[src/rtl/hdlc_tx_pkg.sv]
package hdlc_tx_pkg;
  localparam logic [7:0]  FLAG_BYTE  = 8'h7E;
  localparam logic [15:0] CRC_PRESET = 16'hFFFF;
  localparam logic [15:0] CRC_POLY_R = 16'h8408;
  localparam logic [2:0]  STUFF_RUN  = 3'd5;

  typedef enum logic [2:0] {
    S_FILL, S_OPEN, S_DATA, S_CRC, S_CLOSE, S_ABORT
  } tx_state_e;

  // one serial step of the reflected CRC-16 register
  function automatic logic [15:0] crc_step(input logic [15:0] c, input logic b);
    crc_step = {1'b0, c[15:1]} ^ (((c[0] ^ b) == 1'b1) ? CRC_POLY_R : 16'h0000);
  endfunction

  // length of the current run of ones after bit b
  function automatic logic [2:0] run_next(input logic [2:0] run, input logic b);
    run_next = b ? run + 3'd1 : 3'd0;
  endfunction
endpackage

[src/rtl/hdlc_tx_fifo.sv]
module hdlc_tx_fifo #(
  parameter int DEPTH = 32,
  parameter int W     = 8
) (
  input  logic         clk,
  input  logic         rst_n,
  input  logic         clr,
  input  logic         wr,
  input  logic [W-1:0] wdata,
  input  logic         rd,
  output logic [W-1:0] rdata,
  output logic         empty,
  output logic         last
);
  localparam int AW = (DEPTH > 1) ? $clog2(DEPTH) : 1;
  localparam int CW = $clog2(DEPTH + 1);

  logic [W-1:0]  mem [DEPTH];
  logic [AW-1:0] wr_ptr, rd_ptr;
  logic [CW-1:0] count;
  logic          full, do_wr, do_rd;

  assign full  = (count == CW'(DEPTH));
  assign empty = (count == '0);
  assign last  = (count == CW'(1));
  assign do_wr = wr && !full && !clr;
  assign do_rd = rd && !empty && !clr;
  assign rdata = mem[rd_ptr];

  function automatic logic [AW-1:0] bump(input logic [AW-1:0] p);
    bump = (p == AW'(DEPTH - 1)) ? '0 : p + AW'(1);
  endfunction

  always_ff @(posedge clk) begin
    if (do_wr) mem[wr_ptr] <= wdata;
  end

  always_ff @(posedge clk) begin
    if (!rst_n || clr) begin
      wr_ptr <= '0;
      rd_ptr <= '0;
      count  <= '0;
    end else begin
      if (do_wr) wr_ptr <= bump(wr_ptr);
      if (do_rd) rd_ptr <= bump(rd_ptr);
      case ({do_wr, do_rd})
        2'b10:   count <= count + CW'(1);
        2'b01:   count <= count - CW'(1);
        default: count <= count;
      endcase
    end
  end

  // a write into a full queue leaves it full and adds nothing
  p_no_overflow_r9: assert property (@(posedge clk) disable iff (!rst_n)
    (full && wr && !rd && !clr) |=> full);

  p_pop_nonempty_r9: assert property (@(posedge clk) disable iff (!rst_n)
    rd |-> !empty);
endmodule

[src/rtl/hdlc_tx_cmd.sv]
module hdlc_tx_cmd (
  input  logic clk,
  input  logic rst_n,
  input  logic cmd_frame,
  input  logic cmd_transp,
  input  logic cmd_msg_end,
  input  logic cmd_reset,
  input  logic take_start,
  input  logic take_end,
  output logic start_req,
  output logic transp_req,
  output logic end_req
);
  logic start_q, transp_q, end_q;

  always_ff @(posedge clk) begin
    if (!rst_n || cmd_reset) begin
      start_q  <= 1'b0;
      transp_q <= 1'b0;
      end_q    <= 1'b0;
    end else begin
      if (take_start) begin
        start_q  <= 1'b0;
        transp_q <= 1'b0;
      end else begin
        if (cmd_frame)  start_q  <= 1'b1;
        if (cmd_transp) transp_q <= 1'b1;
      end
      if (take_end)         end_q <= 1'b0;
      else if (cmd_msg_end) end_q <= 1'b1;
    end
  end

  // a strobe counts in the cycle it arrives
  assign start_req  = (start_q  || cmd_frame)   && !cmd_reset;
  assign transp_req = (transp_q || cmd_transp)  && !cmd_reset;
  assign end_req    = (end_q    || cmd_msg_end) && !cmd_reset;
endmodule

[src/rtl/hdlc_tx_serial.sv]
module hdlc_tx_serial
  import hdlc_tx_pkg::*;
(
  input  logic       clk,
  input  logic       rst_n,
  input  logic       bit_en,
  input  logic       idle_ones,
  input  logic       cmd_reset,
  input  logic       start_req,
  input  logic       transp_req,
  input  logic       end_req,
  input  logic       fifo_empty,
  input  logic       fifo_last,
  input  logic [7:0] fifo_data,
  output logic       fifo_rd,
  output logic       take_start,
  output logic       take_end,
  output logic       tx_bit,
  output logic       pool_irq,
  output logic       underrun_irq
);
  tx_state_e   state, n_state;
  logic [15:0] sh, n_sh, crc, crc_now, fill_word;
  logic [4:0]  cnt, n_cnt;
  logic [2:0]  ones, ones_nx;
  logic        stuff_pend, framed, n_framed, abort_rst, tx_q;
  logic        pool_q, under_q;

  // named internal events
  logic emit, stuff_bit, seg_done, stuffed_state, run_hit;
  logic underrun_ev, abort_done, pool_ev, data_pick;

  assign emit          = bit_en && !stuff_pend && !cmd_reset;
  assign stuff_bit     = bit_en &&  stuff_pend && !cmd_reset;
  assign seg_done      = emit && (cnt == 5'd1);
  assign stuffed_state = (state == S_DATA && framed) || (state == S_CRC);
  assign ones_nx       = run_next(ones, sh[0]);
  assign run_hit       = stuffed_state && (ones_nx == STUFF_RUN);
  assign crc_now       = (state == S_DATA && framed) ? crc_step(crc, sh[0]) : crc;
  assign fill_word     = idle_ones ? 16'h00FF : {8'h00, FLAG_BYTE};
  assign pool_ev       = fifo_rd && fifo_last && !end_req;

  always_comb begin
    n_state     = state;
    n_sh        = {1'b0, sh[15:1]};
    n_cnt       = cnt - 5'd1;
    n_framed    = framed;
    fifo_rd     = 1'b0;
    take_start  = 1'b0;
    take_end    = 1'b0;
    underrun_ev = 1'b0;
    abort_done  = 1'b0;
    data_pick   = 1'b0;
    if (seg_done) begin
      case (state)
        S_FILL: begin
          if (start_req) begin
            n_state = S_OPEN; n_sh = {8'h00, FLAG_BYTE}; n_cnt = 5'd8;
            take_start = 1'b1; n_framed = 1'b1;
          end else if (transp_req) begin
            take_start = 1'b1; n_framed = 1'b0; data_pick = 1'b1;
          end else begin
            n_sh = fill_word; n_cnt = 5'd8;
          end
        end
        S_OPEN, S_DATA: data_pick = 1'b1;
        S_CRC: begin
          n_state = S_CLOSE; n_sh = {8'h00, FLAG_BYTE}; n_cnt = 5'd8;
        end
        S_CLOSE: begin
          n_state = S_FILL; n_sh = fill_word; n_cnt = 5'd8;
        end
        default: begin
          n_state = S_FILL; n_sh = fill_word; n_cnt = 5'd8; abort_done = 1'b1;
        end
      endcase
      if (data_pick) begin
        if (!fifo_empty) begin
          n_state = S_DATA; n_sh = {8'h00, fifo_data}; n_cnt = 5'd8; fifo_rd = 1'b1;
        end else if (end_req) begin
          take_end = 1'b1;
          if (n_framed) begin
            n_state = S_CRC; n_sh = ~crc_now; n_cnt = 5'd16;
          end else begin
            n_state = S_FILL; n_sh = fill_word; n_cnt = 5'd8;
          end
        end else begin
          n_state = S_ABORT; n_sh = 16'h007F; n_cnt = 5'd7; underrun_ev = 1'b1;
        end
      end
    end
  end

  always_ff @(posedge clk) begin
    if (!rst_n) begin
      state      <= S_FILL;
      sh         <= {8'h00, FLAG_BYTE};
      cnt        <= 5'd8;
      ones       <= 3'd0;
      stuff_pend <= 1'b0;
      framed     <= 1'b1;
      crc        <= CRC_PRESET;
      abort_rst  <= 1'b0;
      tx_q       <= 1'b1;
      pool_q     <= 1'b0;
      under_q    <= 1'b0;
    end else begin
      pool_q  <= pool_ev || (abort_done && abort_rst);
      under_q <= underrun_ev;
      if (cmd_reset) begin
        state      <= S_ABORT;
        sh         <= 16'hFFFF;
        abort_rst  <= 1'b1;
        stuff_pend <= 1'b0;
        ones       <= 3'd0;
        if (bit_en) begin
          tx_q <= 1'b1;
          cnt  <= 5'd6;
        end else begin
          cnt  <= 5'd7;
        end
      end else if (stuff_bit) begin
        tx_q       <= 1'b0;
        stuff_pend <= 1'b0;
        ones       <= 3'd0;
      end else if (emit) begin
        tx_q   <= sh[0];
        state  <= n_state;
        sh     <= n_sh;
        cnt    <= n_cnt;
        framed <= n_framed;
        if (stuffed_state) begin
          ones       <= run_hit ? 3'd0 : ones_nx;
          stuff_pend <= run_hit;
        end else begin
          ones       <= 3'd0;
        end
        if (state == S_DATA && framed) crc <= crc_now;
        if (state == S_FILL && n_state == S_OPEN) crc <= CRC_PRESET;
        if (underrun_ev) abort_rst <= 1'b0;
      end
    end
  end

  assign tx_bit       = tx_q;
  assign pool_irq     = pool_q;
  assign underrun_irq = under_q;

  // the line only moves on an enabled edge
  p_hold_r8: assert property (@(posedge clk) disable iff (!rst_n)
    !bit_en |=> $stable(tx_bit));

  // a pending inserted zero goes out as 0
  p_stuff_zero_r2: assert property (@(posedge clk) disable iff (!rst_n)
    (stuff_pend && bit_en && !cmd_reset) |=> !tx_bit);

  // an underrun leads into the abort pattern and is reported
  p_underrun_abort_r6: assert property (@(posedge clk) disable iff (!rst_n)
    underrun_ev |=> (state == S_ABORT) && underrun_irq);

  // a reset strobe always lands in the abort pattern
  p_reset_abort_r7: assert property (@(posedge clk) disable iff (!rst_n)
    cmd_reset |=> (state == S_ABORT));

  // the pool interrupt is a single-cycle pulse
  p_pool_pulse_r5: assert property (@(posedge clk) disable iff (!rst_n)
    pool_irq |=> !pool_irq);

  // the check sequence is followed by the closing flag
  p_crc_then_close_r3: assert property (@(posedge clk) disable iff (!rst_n)
    (state == S_CRC && seg_done) |=> (state == S_CLOSE));
endmodule

[src/rtl/hdlc_cmd_tx.sv]
module hdlc_cmd_tx #(
  parameter int DEPTH = 32
) (
  input  logic       clk,
  input  logic       rst_n,
  input  logic       bit_en,
  input  logic       idle_ones,
  input  logic       wr_en,
  input  logic [7:0] wr_data,
  input  logic       cmd_frame,
  input  logic       cmd_transp,
  input  logic       cmd_msg_end,
  input  logic       cmd_reset,
  output logic       tx_bit,
  output logic       pool_irq,
  output logic       underrun_irq
);
  logic       fifo_rd, fifo_empty, fifo_last;
  logic [7:0] fifo_data;
  logic       take_start, take_end, start_req, transp_req, end_req;

  hdlc_tx_fifo #(.DEPTH(DEPTH), .W(8)) u_fifo (
    .clk(clk), .rst_n(rst_n), .clr(cmd_reset),
    .wr(wr_en), .wdata(wr_data),
    .rd(fifo_rd), .rdata(fifo_data),
    .empty(fifo_empty), .last(fifo_last)
  );

  hdlc_tx_cmd u_cmd (
    .clk(clk), .rst_n(rst_n),
    .cmd_frame(cmd_frame), .cmd_transp(cmd_transp),
    .cmd_msg_end(cmd_msg_end), .cmd_reset(cmd_reset),
    .take_start(take_start), .take_end(take_end),
    .start_req(start_req), .transp_req(transp_req), .end_req(end_req)
  );

  hdlc_tx_serial u_ser (
    .clk(clk), .rst_n(rst_n), .bit_en(bit_en), .idle_ones(idle_ones),
    .cmd_reset(cmd_reset),
    .start_req(start_req), .transp_req(transp_req), .end_req(end_req),
    .fifo_empty(fifo_empty), .fifo_last(fifo_last), .fifo_data(fifo_data),
    .fifo_rd(fifo_rd), .take_start(take_start), .take_end(take_end),
    .tx_bit(tx_bit), .pool_irq(pool_irq), .underrun_irq(underrun_irq)
  );

  // the reset strobe leaves the queue empty
  p_clear_r7: assert property (@(posedge clk) disable iff (!rst_n)
    cmd_reset |=> fifo_empty);
endmodule

[config.mk]
export PLATFORM = sky130hd
export DESIGN_NAME = hdlc_cmd_tx
export DESIGN_NICKNAME = d
export VERILOG_FILES = /design/src/rtl/hdlc_tx_pkg.sv /design/src/rtl/hdlc_tx_fifo.sv /design/src/rtl/hdlc_tx_cmd.sv /design/src/rtl/hdlc_tx_serial.sv /design/src/rtl/hdlc_cmd_tx.sv
export SDC_FILE = /design/constraint.sdc
export NUM_CORES = 1
export LEC_CHECK = 0
export BUFFER_PORTS_ARGS = -buffer_cell sky130_fd_sc_hd__buf_4
export CELL_PAD_IN_SITES_DETAIL_PLACEMENT = 0
export CELL_PAD_IN_SITES_GLOBAL_PLACEMENT = 1
export CORE_AREA = 5 5 191 193
export CTS_CLUSTER_DIAMETER = 50
export DETAILED_ROUTE_END_ITERATION = 10
export DIE_AREA = 0 0 196 198
export PLACE_DENSITY = 0.69
export SLEW_MARGIN = 15
export SYNTH_ARGS = -nofsm -noshare
export SYNTH_HDL_FRONTEND = slang
export SYNTH_HIERARCHICAL = 1
export SYNTH_SLANG_ARGS = --single-unit
[constraint.sdc]
create_clock -name clk -period 4.1 [get_ports clk]
set_input_delay 0.41 -clock clk [delete_from_list [all_inputs] [get_ports clk]]
set_output_delay 0.41 -clock clk [all_outputs]
set_load 0.05 [all_outputs]
==> results.json <==
{
  "outcome": "finished clean",
  "post-route-period-util": 0.858,
  "final_hold_viol_count": 0,
  "worst_hold_startpoint": "cmd_msg_end",
  "place_hpwl_um": 18400,
  "via_count_of_the_first_global_routing_pass": 7557,
  "synth.top_cell.area_share": 0.563,
  "die_height_um": 198,
  "worstSkewPairLatency_ns": 0.54,
  "antenna_found_initial": 0,
  "floorplan.initialDensity": 0.397,
  "mostFrequentLayoutCell": "sky130_fd_sc_hd__edfxtp_1",
  "setup_repair_bufs_after_cts": 0,
  "die_width_um": 196,
  "synth.distinct_cells": 72,
  "finalWeightedCongestion": 0.772,
  "hold_path.class": "input pin to flop",
  "core_area_sq_mm": 0.0344,
  "clockRootBuffer": "sky130_fd_sc_hd__clkbuf_16",
  "netlist_area_sq_mm": 0.0136,
  "route.detailed.drc": 0,
  "routed_wirelength_um": 28700,
  "seqCellArea_sq_mm": 0.00915,
  "largest_net_degree_at_the_start_of_global_routing": 35,
  "worst_hold_path.endpoint": "u_cmd/end_q$_SDFFE_PP0P_",
  "ir_drop_worst_vdd_mv": 0.338,
  "multiInputGateArea_sq_mm": 0.00422,
  "dpl_cell_area_sq_mm": 0.0143,
  "most-common-layout-cells": "sky130_fd_sc_hd__edfxtp_1 (256), sky130_fd_sc_hd__nor2_1 (82), sky130_fd_sc_hd__mux4_2 (80)",
  "place_inst": 1288,
  "final_layout_size_suffix_gt1_frac": 0.244,
  "globalRouteOverflowTotal": 0,
  "worstHoldPathCells": 3,
  "synth_enable_flop_cells": 256,
  "arrival_ns": 3.91,
  "tritoncts_buffer_count": 40,
  "final.fill_count": 2984,
  "netlist.top_cell.by_area": "sky130_fd_sc_hd__edfxtp_1",
  "finalWorstPathRequiredPeriod_ns": 3.52,
  "yosysWarnings": 6,
  "startpoint_type": "flop",
  "timing.critical_path.cells": "nor2_1, nor2_1, nor2b_1, o21ai_1, or3_1, inv_2, o21ai_2, nor2_1, ha_1, or4b_2, a221oi_1, xnor2_1, nor2_1",
  "num_antenna_cells": 0,
  "fraction_of_registers_with_async_set_reset": 0,
  "critical_path.max_fanout": 9,
  "num-nets-final": 906,
  "yosys_register_bits": 329,
  "drt_first_iter_violations": 556,
  "ctsLongestPathBuffers": 3,
  "cts.sink_count": 329,
  "timing.rr.start": "u_cmd/start_q$_SDFFE_PP0P_",
  "timing.setup.tns_ns": 0,
  "clock_tree_from_tritoncts": "yes",
  "timing.fmax_ghz": 0.284,
  "post_synth.cell_area_avg_sq_um": 16.1,
  "synth_seq_area_share": 0.671,
  "synthesis.instances": 845,
  "yosys-top-cells-area": "sky130_fd_sc_hd__edfxtp_1 (56%), sky130_fd_sc_hd__mux4_2 (13%), sky130_fd_sc_hd__dfxtp_1 (11%)",
  "final_antenna_net_count": 0,
  "worst_path_required_time_ns": 4.49,
  "r2r_cells": 13,
  "grt_first_pass_wirelength_um": 45000,
  "post_drt_wl_per_cell_um": 21.1,
  "cells_resized_by_post_cts_repair": 0,
  "fin_cells": 1359,
  "cts.hold.buffers_added": 0,
  "drt_pass1_iterations": 5,
  "floorplan.io_pins": 20,
  "report.final.setup_viol": 0,
  "avgViaCountPerCell": 5.40,
  "timing_worst_setup_path_type": "flop to flop",
  "layout_setup_ws_ns": 0.584,
  "dr_total_vias": 7345,
  "timing_worst_slew_pin_value_ns": 0.980,
  "sort_of_element_at_the_end_of_the_critical_path": "flop",
  "syn2layout_area_growth_pct": 14.6,
  "power_per_cell_area_mw_per_mm2": 473,
  "unrepaired_setup_endpoints_after_global_routing": "no",
  "synth.net_count": 876,
  "drv_cap": 0,
  "timing.rr.end": "u_fifo/count[5]$_SDFFE_PP0P_",
  "synthFlopType": "sky130_fd_sc_hd__edfxtp_1",
  "std_cell_rows": 68,
  "cp_common_cell": "sky130_fd_sc_hd__nor2_1",
  "leakagePower_nw": 4.95,
  "cp_slowest_cell": "sky130_fd_sc_hd__or4b_2",
  "pre_cts_ws_ns": 0.356,
  "clkTransAtPathRegs_ns": 0.05,
  "design_area_sq_mm": 0.0156,
  "timing.slew.headroom": 0.344,
  "skew_ns": 0.0230,
  "die_area_sq_mm": 0.0388,
  "grt_usage": 0.149,
  "htree_num_levels": 2,
  "final_core_util": 0.455,
  "critical-path-max-stage-delay_ns": 0.64,
  "reg2reg_setup_slack_ns": 0.58,
  "count_of_buffers_from_port_buffering": 19,
  "drv_slew": 0
}
report_power, final:
| group | switching, mW | total [mW] | internal [mW] |
|---|---|---|---|
| clock | 1.41 | 3.56 | 2.15 |
| sequential | 0.0204 | 3.63 | 3.61 |
| combinational | 0.138 | 0.210 | 0.0716 |
how the worst max path moves through the flow:
stage	startpoint	end	slack, ns	cells after the start
after detailed placement	cmd_frame	u_fifo/count[5]$_SDFFE_PP0P_	0.36	14
after floorplan	cmd_frame	u_fifo/count[5]$_SDFFE_PP0P_	0.81	14
after CTS	u_cmd/start_q$_SDFFE_PP0P_	u_fifo/count[5]$_SDFFE_PP0P_	0.56	13
after global routing	u_cmd/start_q$_SDFFE_PP0P_	u_fifo/count[5]$_SDFFE_PP0P_	0.17	13
final	u_cmd/start_q$_SDFFE_PP0P_	u_fifo/count[5]$_SDFFE_PP0P_	0.58	13
after global placement	cmd_frame	u_fifo/count[5]$_SDFFE_PP0P_	0.39	14
registers in the layout, indices dropped and copies added (netlist names), 3 cells and up, named ones only:
register,flops
u_ser/state,3
u_ser/cnt,5
u_ser/ones,3
u_ser/sh,16
u_fifo/wr_ptr,5
u_fifo/mem,256
u_ser/crc,16
u_fifo/rd_ptr,5
u_fifo/count,6
area by class of cell:
type	instances	area share
Clock buffer	45	0.0652
Clock inverter	26	0.0214
Inverter	13	0.00312
Multi-Input combinational cell	454	0.270
Sequential cell	329	0.585
Tap cell	455	0.0364
Timing Repair Buffer	37	0.0186
logic make-up after synthesis:
logic type                 Yosys count  synth area share
adders and majority gates           14            0.0128
AOI/OAI and AO/OA                  141            0.0689
xor gates and xnor gates            11           0.00706
DFF                                329             0.671
buffers and inverters               62            0.0209
and+or+nand+nor                    195            0.0774
muxes                               93             0.142
critical path: cells and delay by family (launching register included):
kind	cells	cell delay [ns]
simple gates	7	1.91
compound gates	3	0.62
xor+xnor	1	0.16
flops	1	0.29
buf+inv	1	0.10
fa+ha+maj	1	0.31
synthesized netlist by cell type (2+ instances only):
cell type                   count
sky130_fd_sc_hd__nand2_1       35
sky130_fd_sc_hd__o21ai_2        2
sky130_fd_sc_hd__nor2_1        82
sky130_fd_sc_hd__a2bb2oi_1      2
sky130_fd_sc_hd__o21ai_0       36
sky130_fd_sc_hd__xor2_1         4
sky130_fd_sc_hd__o22ai_1        2
sky130_fd_sc_hd__ha_1          14
sky130_fd_sc_hd__nor2b_1        5
sky130_fd_sc_hd__and3_1         3
sky130_fd_sc_hd__a32oi_1        2
sky130_fd_sc_hd__o211ai_1       4
sky130_fd_sc_hd__edfxtp_1     256
sky130_fd_sc_hd__nand3_1       11
sky130_fd_sc_hd__clkbuf_1      28
sky130_fd_sc_hd__nand2b_1       8
sky130_fd_sc_hd__buf_1          7
sky130_fd_sc_hd__o22a_1        14
sky130_fd_sc_hd__or4b_4         2
sky130_fd_sc_hd__mux2i_1        5
sky130_fd_sc_hd__xnor2_1        7
sky130_fd_sc_hd__mux4_2        80
sky130_fd_sc_hd__nor3_1         6
sky130_fd_sc_hd__a21boi_0       2
sky130_fd_sc_hd__nand4bb_1      2
sky130_fd_sc_hd__dfxtp_1       73
sky130_fd_sc_hd__or4_1          2
sky130_fd_sc_hd__buf_4          9
sky130_fd_sc_hd__buf_2          3
sky130_fd_sc_hd__inv_1         11
sky130_fd_sc_hd__a21oi_1       52
sky130_fd_sc_hd__o221ai_1       6
sky130_fd_sc_hd__nor4b_1        3
sky130_fd_sc_hd__mux2_2         8
sky130_fd_sc_hd__nand3b_1       5
sky130_fd_sc_hd__or3_1          4
sky130_fd_sc_hd__inv_2          2
sky130_fd_sc_hd__or3b_2         3
sky130_fd_sc_hd__or4b_2         3
sky130_fd_sc_hd__nand4b_1       4
sky130_fd_sc_hd__nor3_2         4
sky130_fd_sc_hd__and2_1         3
sky130_fd_sc_hd__buf_6          2
layer usage:
metal / wire, um / GRT usage
met2: 14200 / 0.249
met1: 12600 / 0.202
met3: 1290 / 0.0288
met4: 606 / 0.0378
met5: 0 / 0
through the flow:
| stage | hold slack [ns] | power [mW] |
|---|---|---|
| 3_5_place_dp | 0.466 | 3.92 |
| 3_3_place_gp | 0.460 | 3.91 |
| 6_report | 0.170 | 7.40 |
| 5_1_grt | 0.186 | 7.66 |
| 2_1_floorplan | 0.439 | 3.82 |
| 4_1_cts | 0.157 | 7.48 |
Note: power is estimated with default switching activity, not from simulation.
